## config.mk

```make
export PLATFORM = sky130hd
export DESIGN_NAME = hz_interlock_ctrl
export DESIGN_NICKNAME = d
export VERILOG_FILES = /design/src/rtl/hz_pkg.sv /design/src/rtl/hz_src_cmp.sv /design/src/rtl/hz_raw_detect.sv /design/src/rtl/hz_exc_ctrl.sv /design/src/rtl/hz_interlock_ctrl.sv
export SDC_FILE = /design/constraint.sdc
export NUM_CORES = 1
export LEC_CHECK = 0
export BUFFER_PORTS_ARGS = -buffer_cell sky130_fd_sc_hd__buf_2
export CAP_MARGIN = 20
export CORE_MARGIN = 1.5
export CORE_UTILIZATION = 24
export DETAILED_ROUTE_END_ITERATION = 10
export PLACE_DENSITY = 0.71
export SLEW_MARGIN = 5
export SYNTH_ARGS = -nofsm -noshare
export SYNTH_HDL_FRONTEND = slang
export SYNTH_SLANG_ARGS = --single-unit
```

## constraint.sdc

```tcl
create_clock -name clk_i -period 2.9 [get_ports clk_i]
set_input_delay 0.87 -clock clk_i [delete_from_list [all_inputs] [get_ports clk_i]]
set_output_delay 0.87 -clock clk_i [all_outputs]
set_load 0.005 [all_outputs]
```

## src/rtl/hz_pkg.sv

```systemverilog
// Shared definitions for the interlock controller.
// Assumes exactly two older stages (execute, memory access) can hold
// results not yet readable from the register file.
package hz_pkg;
    // Controller operating mode for one cycle.
    typedef enum logic [1:0] {
        MODE_RUN   = 2'd0,
        MODE_STALL = 2'd1,
        MODE_FLUSH = 2'd2
    } hz_mode_e;

    // Older stages whose destinations are compared: execute and memory access.
    localparam int NUM_OLDER = 2;
endpackage

```

## src/rtl/hz_src_cmp.sv

```systemverilog
// Compares one decode source against the destinations of the older stages.
// Assumes stg_act_i already combines valid and register-write for each stage.
// Register zero and unused sources never produce a hit.
module hz_src_cmp #(
    parameter int REG_W   = 5,
    parameter int NUM_STG = 2
) (
    input  logic [REG_W-1:0]         src_i,
    input  logic                     use_i,
    input  logic [NUM_STG*REG_W-1:0] stg_dst_i,
    input  logic [NUM_STG-1:0]       stg_act_i,
    output logic                     hit_o
);
    logic [NUM_STG-1:0] stg_hit;
    logic               src_live;

    // A source only matters when read and not the hard-wired zero register.
    assign src_live = use_i && (src_i != '0);

    generate
        for (genvar s = 0; s < NUM_STG; s++) begin : g_stg
            // Per-stage destination match.
            assign stg_hit[s] = stg_act_i[s] &&
                                (stg_dst_i[s*REG_W +: REG_W] == src_i);
        end
    endgenerate

    assign hit_o = src_live && (|stg_hit);
endmodule

```

## src/rtl/hz_raw_detect.sv

```systemverilog
// Read-after-write detector over all decode sources.
// Assumes sources are packed with source 0 in the low bits.
module hz_raw_detect #(
    parameter int REG_W   = 5,
    parameter int NUM_SRC = 2,
    parameter int NUM_STG = 2
) (
    input  logic [NUM_SRC*REG_W-1:0] src_i,
    input  logic [NUM_SRC-1:0]       src_use_i,
    input  logic [NUM_STG*REG_W-1:0] stg_dst_i,
    input  logic [NUM_STG-1:0]       stg_act_i,
    output logic                     raw_o
);
    logic [NUM_SRC-1:0] src_hit;

    generate
        for (genvar g = 0; g < NUM_SRC; g++) begin : g_src
            // One comparator per decode source.
            hz_src_cmp #(
                .REG_W   (REG_W),
                .NUM_STG (NUM_STG)
            ) u_cmp (
                .src_i     (src_i[g*REG_W +: REG_W]),
                .use_i     (src_use_i[g]),
                .stg_dst_i (stg_dst_i),
                .stg_act_i (stg_act_i),
                .hit_o     (src_hit[g])
            );
        end
    endgenerate

    assign raw_o = |src_hit;
endmodule

```

## src/rtl/hz_exc_ctrl.sv

```systemverilog
// Produces the single-cycle fetch redirect for an execute exception.
// Assumes the exception flag is synchronous to clk_i; a flag held for
// several cycles yields one redirect in its first cycle only.
module hz_exc_ctrl (
    input  logic clk_i,
    input  logic rst_ni,
    input  logic exc_i,
    output logic redirect_o
);
    logic exc_d;

    // Remember last cycle's exception flag for edge detection.
    always_ff @(posedge clk_i) begin
        if (!rst_ni) begin
            exc_d <= 1'b0;
        end else begin
            exc_d <= exc_i;
        end
    end

    assign redirect_o = exc_i && !exc_d;
endmodule

```

## src/rtl/hz_interlock_ctrl.sv

```systemverilog
// Hazard control unit for a five-stage in-order pipeline without forwarding.
// Stalls decode on a read-after-write match with execute or memory access,
// injects all-zero bubbles into execute, and on an execute exception kills
// the faulting instruction's writes and flushes younger instructions.
// Assumes register-file write-before-read, so writeback is never compared.
module hz_interlock_ctrl #(
    parameter int REG_W   = 5,
    parameter int NUM_SRC = 2,
    parameter int INSTR_W = 32
) (
    input  logic                     clk_i,
    input  logic                     rst_ni,
    input  logic [INSTR_W-1:0]       id_instr_i,
    input  logic                     id_rwen_i,
    input  logic                     id_mwen_i,
    input  logic [NUM_SRC*REG_W-1:0] id_src_i,
    input  logic [NUM_SRC-1:0]       id_src_use_i,
    input  logic [REG_W-1:0]         ex_dst_i,
    input  logic                     ex_valid_i,
    input  logic                     ex_rwen_i,
    input  logic                     ex_mwen_i,
    input  logic [REG_W-1:0]         mem_dst_i,
    input  logic                     mem_valid_i,
    input  logic                     mem_rwen_i,
    input  logic                     ex_exc_i,
    output logic                     pc_hold_o,
    output logic                     ifid_hold_o,
    output logic                     ifid_flush_o,
    output logic                     idex_bubble_o,
    output logic [INSTR_W-1:0]       idex_instr_o,
    output logic                     idex_rwen_o,
    output logic                     idex_mwen_o,
    output logic                     ex_rwen_o,
    output logic                     ex_mwen_o,
    output logic                     redirect_o
);
    import hz_pkg::*;

    localparam int NUM_STG = NUM_OLDER;

    logic [NUM_STG*REG_W-1:0] stg_dst;
    logic [NUM_STG-1:0]       stg_act;
    logic                     raw;
    logic                     kill;
    hz_mode_e                 mode;

    // Older stages, execute in slot 0 and memory access in slot 1.
    assign stg_dst = {mem_dst_i, ex_dst_i};
    assign stg_act = {mem_valid_i && mem_rwen_i, ex_valid_i && ex_rwen_i};

    hz_raw_detect #(
        .REG_W   (REG_W),
        .NUM_SRC (NUM_SRC),
        .NUM_STG (NUM_STG)
    ) u_raw (
        .src_i     (id_src_i),
        .src_use_i (id_src_use_i),
        .stg_dst_i (stg_dst),
        .stg_act_i (stg_act),
        .raw_o     (raw)
    );

    hz_exc_ctrl u_exc (
        .clk_i      (clk_i),
        .rst_ni     (rst_ni),
        .exc_i      (ex_exc_i),
        .redirect_o (redirect_o)
    );

    // Pick the cycle's mode; the exception flush outranks a data stall.
    always_comb begin
        if (ex_exc_i) begin
            mode = MODE_FLUSH;
        end else if (raw) begin
            mode = MODE_STALL;
        end else begin
            mode = MODE_RUN;
        end
    end

    // Translate the mode into pipeline register controls.
    always_comb begin
        pc_hold_o     = 1'b0;
        ifid_hold_o   = 1'b0;
        ifid_flush_o  = 1'b0;
        idex_bubble_o = 1'b0;
        kill          = 1'b0;
        case (mode)
            MODE_STALL: begin
                pc_hold_o     = 1'b1;
                ifid_hold_o   = 1'b1;
                idex_bubble_o = 1'b1;
            end
            MODE_FLUSH: begin
                ifid_flush_o  = 1'b1;
                idex_bubble_o = 1'b1;
                kill          = 1'b1;
            end
            default: begin
                pc_hold_o = 1'b0;
            end
        endcase
    end

    // Bubble mux into execute: the no-op is the all-zero word with no writes.
    always_comb begin
        if (idex_bubble_o) begin
            idex_instr_o = '0;
            idex_rwen_o  = 1'b0;
            idex_mwen_o  = 1'b0;
        end else begin
            idex_instr_o = id_instr_i;
            idex_rwen_o  = id_rwen_i;
            idex_mwen_o  = id_mwen_i;
        end
    end

    // Turn the faulting execute instruction into a no-op.
    always_comb begin
        ex_rwen_o = ex_rwen_i && !kill;
        ex_mwen_o = ex_mwen_i && !kill;
    end
endmodule

```

Word-level counts from Yosys, hierarchy flattened
Cells that the tools add are included.
{"block": "totals", "wordCells": 36, "ff_bits": 1, "input_bits": 64, "out_inout_bits": 41}
{"block": "classes", "reduce_logical": 21, "eq_ne": 6, "n_mux": 8}
{"op": "$mux 32", "count": 1}
{"op": "$eq 5x5->1", "count": 4}
{"op": "$logic_and 1x1->1", "count": 13}
{"op": "$reduce_bool 5->1", "count": 2}
{"op": "$reduce_or 2->1", "count": 4}
{"op": "$mux 1", "count": 6}
{"op": "$eq 2x1->1 const B", "count": 1}
{"op": "$eq 2x2->1 const B", "count": 1}
{"op": "$logic_not 1->1", "count": 2}
{"op": "$mux 2", "count": 1}

Logic depth before layout (Yosys ltp)
Gate-level depths: netlist (run 1).
{"block": "logic_depth", "ltp_word": 11, "depth_mapped": 6, "mapped_depth_nobuf": 5}

By module
Synthesis (run 1) repeated with hierarchy kept, for this count alone.
{"block": "hier_totals", "cells_unflattened": 88, "area_unflattened_um2": 794.5}
{"module": "hz_interlock_ctrl", "area_each_um2": 480.5, "instances": 1, "seq_area_each_um2": 0.0, "cells_each": 50}
{"module": "hz_src_cmp", "area_each_um2": 133.9, "instances": 2, "seq_area_each_um2": 0.0, "cells_each": 17}
{"module": "hz_exc_ctrl", "area_each_um2": 40.0, "instances": 1, "seq_area_each_um2": 20.0, "cells_each": 3}
{"module": "hz_raw_detect", "area_each_um2": 6.3, "instances": 1, "seq_area_each_um2": 0.0, "cells_each": 1}

Least setup slack after synthesis (run 1)
No wires, ideal clock.
{"block": "synth_path", "path_type": "input port to output port", "start": "input id_src_i[6]", "end": "output idex_instr_o[22]", "cell_stages": 5, "setup_slack_ns": -0.014, "n_path_buf": 1, "required_ns": 2.030, "arrival_time_ns": 2.044, "path_cell_list": "or4_1 o21ai_2 o221a_4 buf_6 and2_1"}
{"block": "synth_via", "elab_chain_cells": 11, "elab_cells_between_ends": 16, "classes_between": "eq/ne (4); mux (4); reduce/logical (8)"}
{"element": "from (decl)", "line": "hz_interlock_ctrl.sv:16", "text": "input logic [NUM_SRC*REG_W-1:0] id_src_i,"}
{"element": "$eq 5x5->1", "line": "hz_src_cmp.sv:24", "text": "(stg_dst_i[s*REG_W +: REG_W] == src_i);"}
{"element": "$logic_and 1x1->1", "line": "hz_src_cmp.sv:23", "text": "assign stg_hit[s] = stg_act_i[s] &&"}
{"element": "$reduce_or 2->1", "line": "hz_src_cmp.sv:28", "text": "assign hit_o = src_live && (|stg_hit);"}
{"element": "$logic_and 1x1->1 *", "line": "hz_src_cmp.sv:28"}
{"element": "$reduce_or 2->1 *", "line": "hz_raw_detect.sv:32", "text": "assign raw_o = |src_hit;"}
{"element": "$mux 1 *", "line": "hz_interlock_ctrl.sv:74", "text": "end else if (raw) begin"}
{"element": "$mux 2 *", "line": "hz_interlock_ctrl.sv:72", "text": "if (ex_exc_i) begin"}
{"element": "$eq 2x2->1 / $eq 2x1->1 (equally long branches)", "line": "hz_interlock_ctrl.sv:88", "text": "case (mode)"}
{"element": "$reduce_or 2->1 (no line) *"}
{"element": "$mux 1 *", "line": "hz_interlock_ctrl.sv:88"}
{"element": "$mux 32 *", "line": "hz_interlock_ctrl.sv:107", "text": "if (idex_bubble_o) begin"}
{"element": "to (decl)", "line": "hz_interlock_ctrl.sv:30", "text": "output logic [INSTR_W-1:0] idex_instr_o,"}
Every way passes the cells marked *; elsewhere a longest branch is shown, timed or not.

Worst setup path after layout (run 1)
{"block": "layout_path", "start": "input id_src_i[7]", "end": "output idex_instr_o[0]"}
Same word-level chain as after synthesis.

==> results of run 1 <==
-- cells in the mapped netlist --
library cell  number
nor4_1             4
inv_1              2
a22oi_1            2
o221a_4            1
buf_6              3
clkbuf_1           1
xor2_1            20
nor2_1             5
nor2b_1            2
o22ai_1            1
and2_1            36
dfxtp_1            1
o21ai_2            2
or4_1              2
nand2_1            2
buf_4              1
-- path summary, 6_finish.rpt --
path / slack [ns] / startpoint / to
hold / removal: 1.09 / rst_ni / u_exc.exc_d
setup / recovery: -0.32 / id_src_i[7] / idex_instr_o[0]
-- kinds of logic after synthesis --
group	Yosys count	synth area share
XOR/XNOR	20	0.287
AND/OR/NAND/NOR	51	0.498
AO/OA/AOI/OAI	6	0.0963
buffers and inverters	7	0.0861
flip-flops	1	0.0328
-- final cells by class --
cell class / count / share of cell area
inverter: 2 / 0.00454
multi-input combinational: 83 / 0.477
sequential: 1 / 0.0121
tap: 30 / 0.0227
timing repair buffer: 114 / 0.484
-- layer usage --
metal,vias to the layer above,GRT usage,part of all wire
met3,8,0.0254,0.11
met5,-,0,0
met4,0,0.0256,0.025
met2,68,0.381,0.53
met1,512,0.207,0.34
li1,529,-,-
-- cells in the final DEF (no fill, tap or decap) --
cell type,synthesis,routed
dfxtp_1,1,1
buf_2,0,80
buf_8,0,1
nor2_1,5,5
a22oi_2,0,2
o21ai_4,0,2
and2_4,0,23
inv_1,2,2
or4_4,0,2
buf_6,3,23
xor2_1,20,18
o22ai_1,1,1
o221a_4,1,7
nor2b_1,2,2
nor4_2,0,4
buf_12,0,4
buf_4,1,6
and2_1,36,13
xor2_2,0,2
nand2_1,2,2
-- stage by stage --
step           hold WS, ns  TNS [ns]  utilization  area [µm²]
2_1_floorplan        0.992         0            -         618
3_3_place_gp          1.08    -10.58        0.484        1180
3_5_place_dp          1.09    -10.83        0.484        1180
4_1_cts               1.09     -9.27        0.600        1460
5_1_grt               1.10    -10.91        0.680        1650
6_report              1.09     -9.18        0.680        1650
-- repair_timing --
action                                  4_1_cts  5_1_grt
setup buffers                                 4        0
endpoints found under the setup margin       37       37
resized for setup                            22       46
hold endpoints to repair                      0        0
gates cloned                                  6        0
pin swaps                                    48       18
-- power groups by stage --
stage / registers (mW) / logic, mW / clock network, mW
floorplan: 0.0149 / 0.0634 / 0
global placement: 0.0149 / 0.147 / 0
detailed placement: 0.0150 / 0.148 / 0
CTS: 0.0149 / 0.191 / 0
global route: 0.0151 / 0.252 / 0
finish: 0.0149 / 0.235 / 0
==> key figures, run 1 <==
Floorplan
  – Die width: 53.4 µm
  – Die H: 53.4 µm
  – Ports: 105
  – Initial cell density of the core: 0.251
  – Die area: 2860 µm²
  – CORE AREA: 2430 µm²
  – Std cell rows: 18

Placement
  – Dpl cells: 220
  – Final HPWL DP: 2040 µm
  – Port bufs: 104
  – Placer Congestion: 0.770
  – Place WS: -0.325 ns

Min path
  – Hold Path Class: input port to flip-flop
  – Hold path depth: 2

STA
  – Final Max Tran Viols: 0
  – Worst Tran Pin Value: 0.385 ns
  – Relative slew slack: 0.743
  – Final Hold Fails: 0
  – Final setup fails: 37
  – Period Utilization, post-route: 1.11
  – RSZ-0062 raised after global routing: yes
  – Max Fclk: 0.311 GHz
  – Min cycle time layout: 3.22 ns
  – Post-route setup slack: -0.318 ns

Routing
  – DRT Pass-1 Iters: 4
  – Wire per inst: 15.3 µm
  – DR DRC count: 0
  – Final WL: 3510 µm
  – Vias per inst: 4.86
  – Post-route ant nets: 0
  – Via count: 1,117
  – Initial DRC count: 25

Yosys
  – Mapped Nets: 149
  – Area contributors post-synth: and2_1, xor2_1, buf_6
  – Cells after Synth: 85
  – Synth unique cells: 16
  – Syn avg cell area: 7.18 µm²
  – Syn. warnings: 0
  – Post-synthesis sequential area ratio: 0.0328
  – Share of the synthesized area in the top cell type: 0.369
  – Syn Std Cell Area: 611 µm²
  – Seq cells post-synth: 1
  – Biggest area consumer among synthesized cells: and2_1

Global route
  – Total track usage: 0.189
  – Gr ovfl total: 0
  – Vias in the first global route: 939
  – Initial antenna violation count: 0
  – Largest net degree at the start of global routing: 10
  – First-pass GRT wire length: 4130 µm

Worst setup path
  – Cell family with most CP delay: simple AND/OR/NAND/NOR gates
  – Worst path arrival time: 2.35 ns
  – Worst setup EP type: output pin
  – Crit path max-delay cell type: or4_4
  – Worst path bufs/invs: 3
  – Worst Path Max Fanout: 8
  – CP required: 2.03 ns
  – Worst setup SP type: input port
  – Critical-path cell list: buf_8, or4_4, o21ai_4, buf_12, o221a_4, and2_1, buf_2
  – Crit path depth: 7
  – Critical path's largest stage delay: 0.55 ns
  – Critical path type: input port to output pin

Power and ir drop
  – Clk pwr share: 0
  – Leak pwr: 0.868 nW
  – Maximum VDD drop: 0.0915 mV
  – Net Sw Frac: 0.376
  – Gate power share: 0.940
  – Total Power Consumption: 0.250 mW
  – Internal: 0.156 mW
  – NetSw: 0.0938 mW
  – Sequential power share: 0.060
  – PwrDens: 151 nW/µm²

Cells and area
  – Nets@finish: 266
  – Area of the multi-input gates: 788 µm²
  – Largest registers: u_exc.exc_d x1
  – FF/Latch Area: 20.0 µm²
  – Max reg flops: 1
  – Largest Register: u_exc.exc_d
  – # diodes: 0
  – Ratio of cells with drive above 1 in the final layout: 0.780
  – Final cell count without fillers: 230
  – Fillers: 209
  – Area Growth Syn to Fin: 171%

Clocking
  – Clk slew on worst S/H paths: 0 ns
  – Post-CTS Hold Fix Bufs: 0

Run status
  – Status: finished, violations left
  – Failing checks: setup timing

Flow run
  – Maxcap violations: 0
Note: power is estimated with default switching activity, not from simulation.
==> inputs of run 2 (changes only) <==
Settings changed: MAX_ROUTING_LAYER set to met4.
==> run 2 against run 1 <==
Compared with the run above: design area stayed put; utilization stayed put; wire length stayed put; critical path depth stayed put; die area stayed put; sequential share of layout area stayed put; fmax hardly changed; via count stayed put; critical path type unchanged; combinational power hardly changed; final cell count stayed put; hold slack stayed put; the flow still finishes with violations (setup timing).
==> key figures, run 2 (same netlist as run 1, synthesis figures left out) <==
Run status
  – Status: finished, violations left
  – Failing checks: setup timing

Power and ir drop
  – NetSw: 0.0938 mW (about the same)
  – Gate power share: 0.940 (about the same)
  – Internal: 0.156 mW (unchanged)
  – Leak pwr: 0.868 nW (unchanged)
  – PwrDens: 151 nW/µm² (about the same)
  – Sequential power share: 0.060 (about the same)
  – Net Sw Frac: 0.375 (about the same)
  – Clk pwr share: 0 (unchanged)
  – Total Power Consumption: 0.250 mW (about the same)
  – Maximum VDD drop: 0.0914 mV (about the same)

Floorplan
  – Std cell rows: 18 (unchanged)
  – CORE AREA: 2430 µm² (unchanged)
  – Ports: 105 (unchanged)
  – Die width: 53.4 µm (unchanged)
  – Initial cell density of the core: 0.251 (unchanged)
  – Die area: 2860 µm² (unchanged)
  – Die H: 53.4 µm (unchanged)

STA
  – Relative slew slack: 0.743 (unchanged)
  – Final Hold Fails: 0 (unchanged)
  – Final setup fails: 37 (unchanged)
  – Final Max Tran Viols: 0 (unchanged)
  – Max Fclk: 0.311 GHz (about the same)
  – Period Utilization, post-route: 1.11 (about the same)
  – Min cycle time layout: 3.22 ns (-0.0000460 ns)
  – Post-route setup slack: -0.318 ns (+0.0000460 ns)
  – Worst Tran Pin Value: 0.385 ns (unchanged)
  – Fin Setup TNS: -9.18 ns (+0.000680 ns)
  – WHS: 1.09 ns (unchanged)
  – RSZ-0062 raised after global routing: yes

Worst setup path
  – Worst setup SP type: input port
  – Worst setup EP type: output pin
  – Worst Setup SP: id_src_i[7]
  – CP required: 2.03 ns (about the same)
  – Critical path type: input port to output pin
  – Worst Path Max Fanout: 8 (unchanged)
  – Worst path arrival time: 2.35 ns (about the same)

Placement
  – Final HPWL DP: 2040 µm (unchanged)
  – Port bufs: 104 (unchanged)
  – Dpl cells: 220 (unchanged)
  – Placed Instance Area: 1180 µm² (unchanged)
  – Place WS: -0.325 ns (unchanged)
  – Placer Congestion: 0.780 (+1.4%)

Cells and area
  – Final cell count without fillers: 230 (unchanged)
  – Largest Register: u_exc.exc_d
  – Area Growth Syn to Fin: 171% (unchanged)
  – # diodes: 0 (unchanged)
  – Most frequent cells in the layout: buf_2, and2_4, buf_6
  – Area of the multi-input gates: 788 µm² (unchanged)
  – Fillers: 209 (unchanged)
  – Nets@finish: 266 (unchanged)
  – Commonest non-fill, non-tap cell in the layout: buf_2
  – Fin area: 1650 µm² (unchanged)
  – Ratio of cells with drive above 1 in the final layout: 0.780 (unchanged)
  – Final core utilization: 0.680 (unchanged)
  – Max reg flops: 1 (unchanged)
  – Largest registers: u_exc.exc_d x1
  – FF/Latch Area: 20.0 µm² (unchanged)

Global route
  – Total track usage: 0.194 (+0.00474)
  – First-pass GRT wire length: 4130 µm (unchanged)
  – Vias in the first global route: 939 (unchanged)
  – Gr ovfl total: 0 (unchanged)
  – Largest net degree at the start of global routing: 10 (unchanged)
  – Initial antenna violation count: 0 (unchanged)

Min path
  – Hold Path Class: input port to flip-flop
  – Hold Path Origin: rst_ni

Routing
  – Via count: 1,117 (unchanged)
  – DRT Pass-1 Iters: 4 (unchanged)
  – DR WL met2: 1860 µm (unchanged)
  – DR DRC count: 0 (unchanged)
  – Wire per inst: 15.3 µm (unchanged)
  – DR WL met3: 376 µm (-1.8%)
  – Post-route ant nets: 0 (unchanged)
  – Final WL: 3510 µm (unchanged)
  – DRT met1 WL: 1180 µm (+0.60%)
  – Initial DRC count: 25 (unchanged)
  – Top layer in use: met4
  – Vias per inst: 4.86 (unchanged)

Flow run
  – Maxcap violations: 0 (unchanged)

Clocking
  – Clk slew on worst S/H paths: 0 ns (unchanged)
  – Post-CTS Hold Fix Bufs: 0 (unchanged)
[run 2: cell counts in the layout (fill, tap and decap cells not counted)]
No cell type changed its count.
[run 2: final cells by class]
class                           count  share of cell area
Inverter                            2             0.00454
Multi-Input combinational cell     83               0.477
Sequential cell                     1              0.0121
Tap cell                           30              0.0227
Timing Repair Buffer              114               0.484
[run 2: final timing paths]
| check | slack, ns | end | cells after the start |
|---|---|---|---|
| worst max-delay path | -0.32 | idex_instr_o[0] | 7 |
| worst min-delay path | 1.09 | u_exc.exc_d | 2 |
[run 2: repair_timing]
item / CTS / global route
buffers inserted: 4 / 0
endpoints found under the setup margin: 37 / 37
pin swaps: 48 / 18
gates cloned: 6 / 0
gates resized for setup: 22 / 46
[run 2: power groups by stage]
| stage | logic (mW) | registers, mW | clock network [mW] |
|---|---|---|---|
| after floorplan | 0.0634 | 0.0149 | 0 |
| final | 0.235 | 0.0149 | 0 |
| after global placement | 0.147 | 0.0149 | 0 |
| after CTS | 0.191 | 0.0149 | 0 |
| after global routing | 0.252 | 0.0151 | 0 |
| after detailed placement | 0.148 | 0.0150 | 0 |
[run 2: routing by layer]
layer / vias to the layer above / global-route usage
li1: 529 / -
met1: 512 / 0.207
met2: 68 / 0.381
met3: 8 / 0.0254
met4: 0 / 0.0256
met5: - / -
[run 2: critical path: stages]
cell	delay, ns
buf_8	0.10
or4_4	0.55
o21ai_4	0.16
buf_12	0.15
o221a_4	0.24
and2_1	0.15
buf_2	0.13
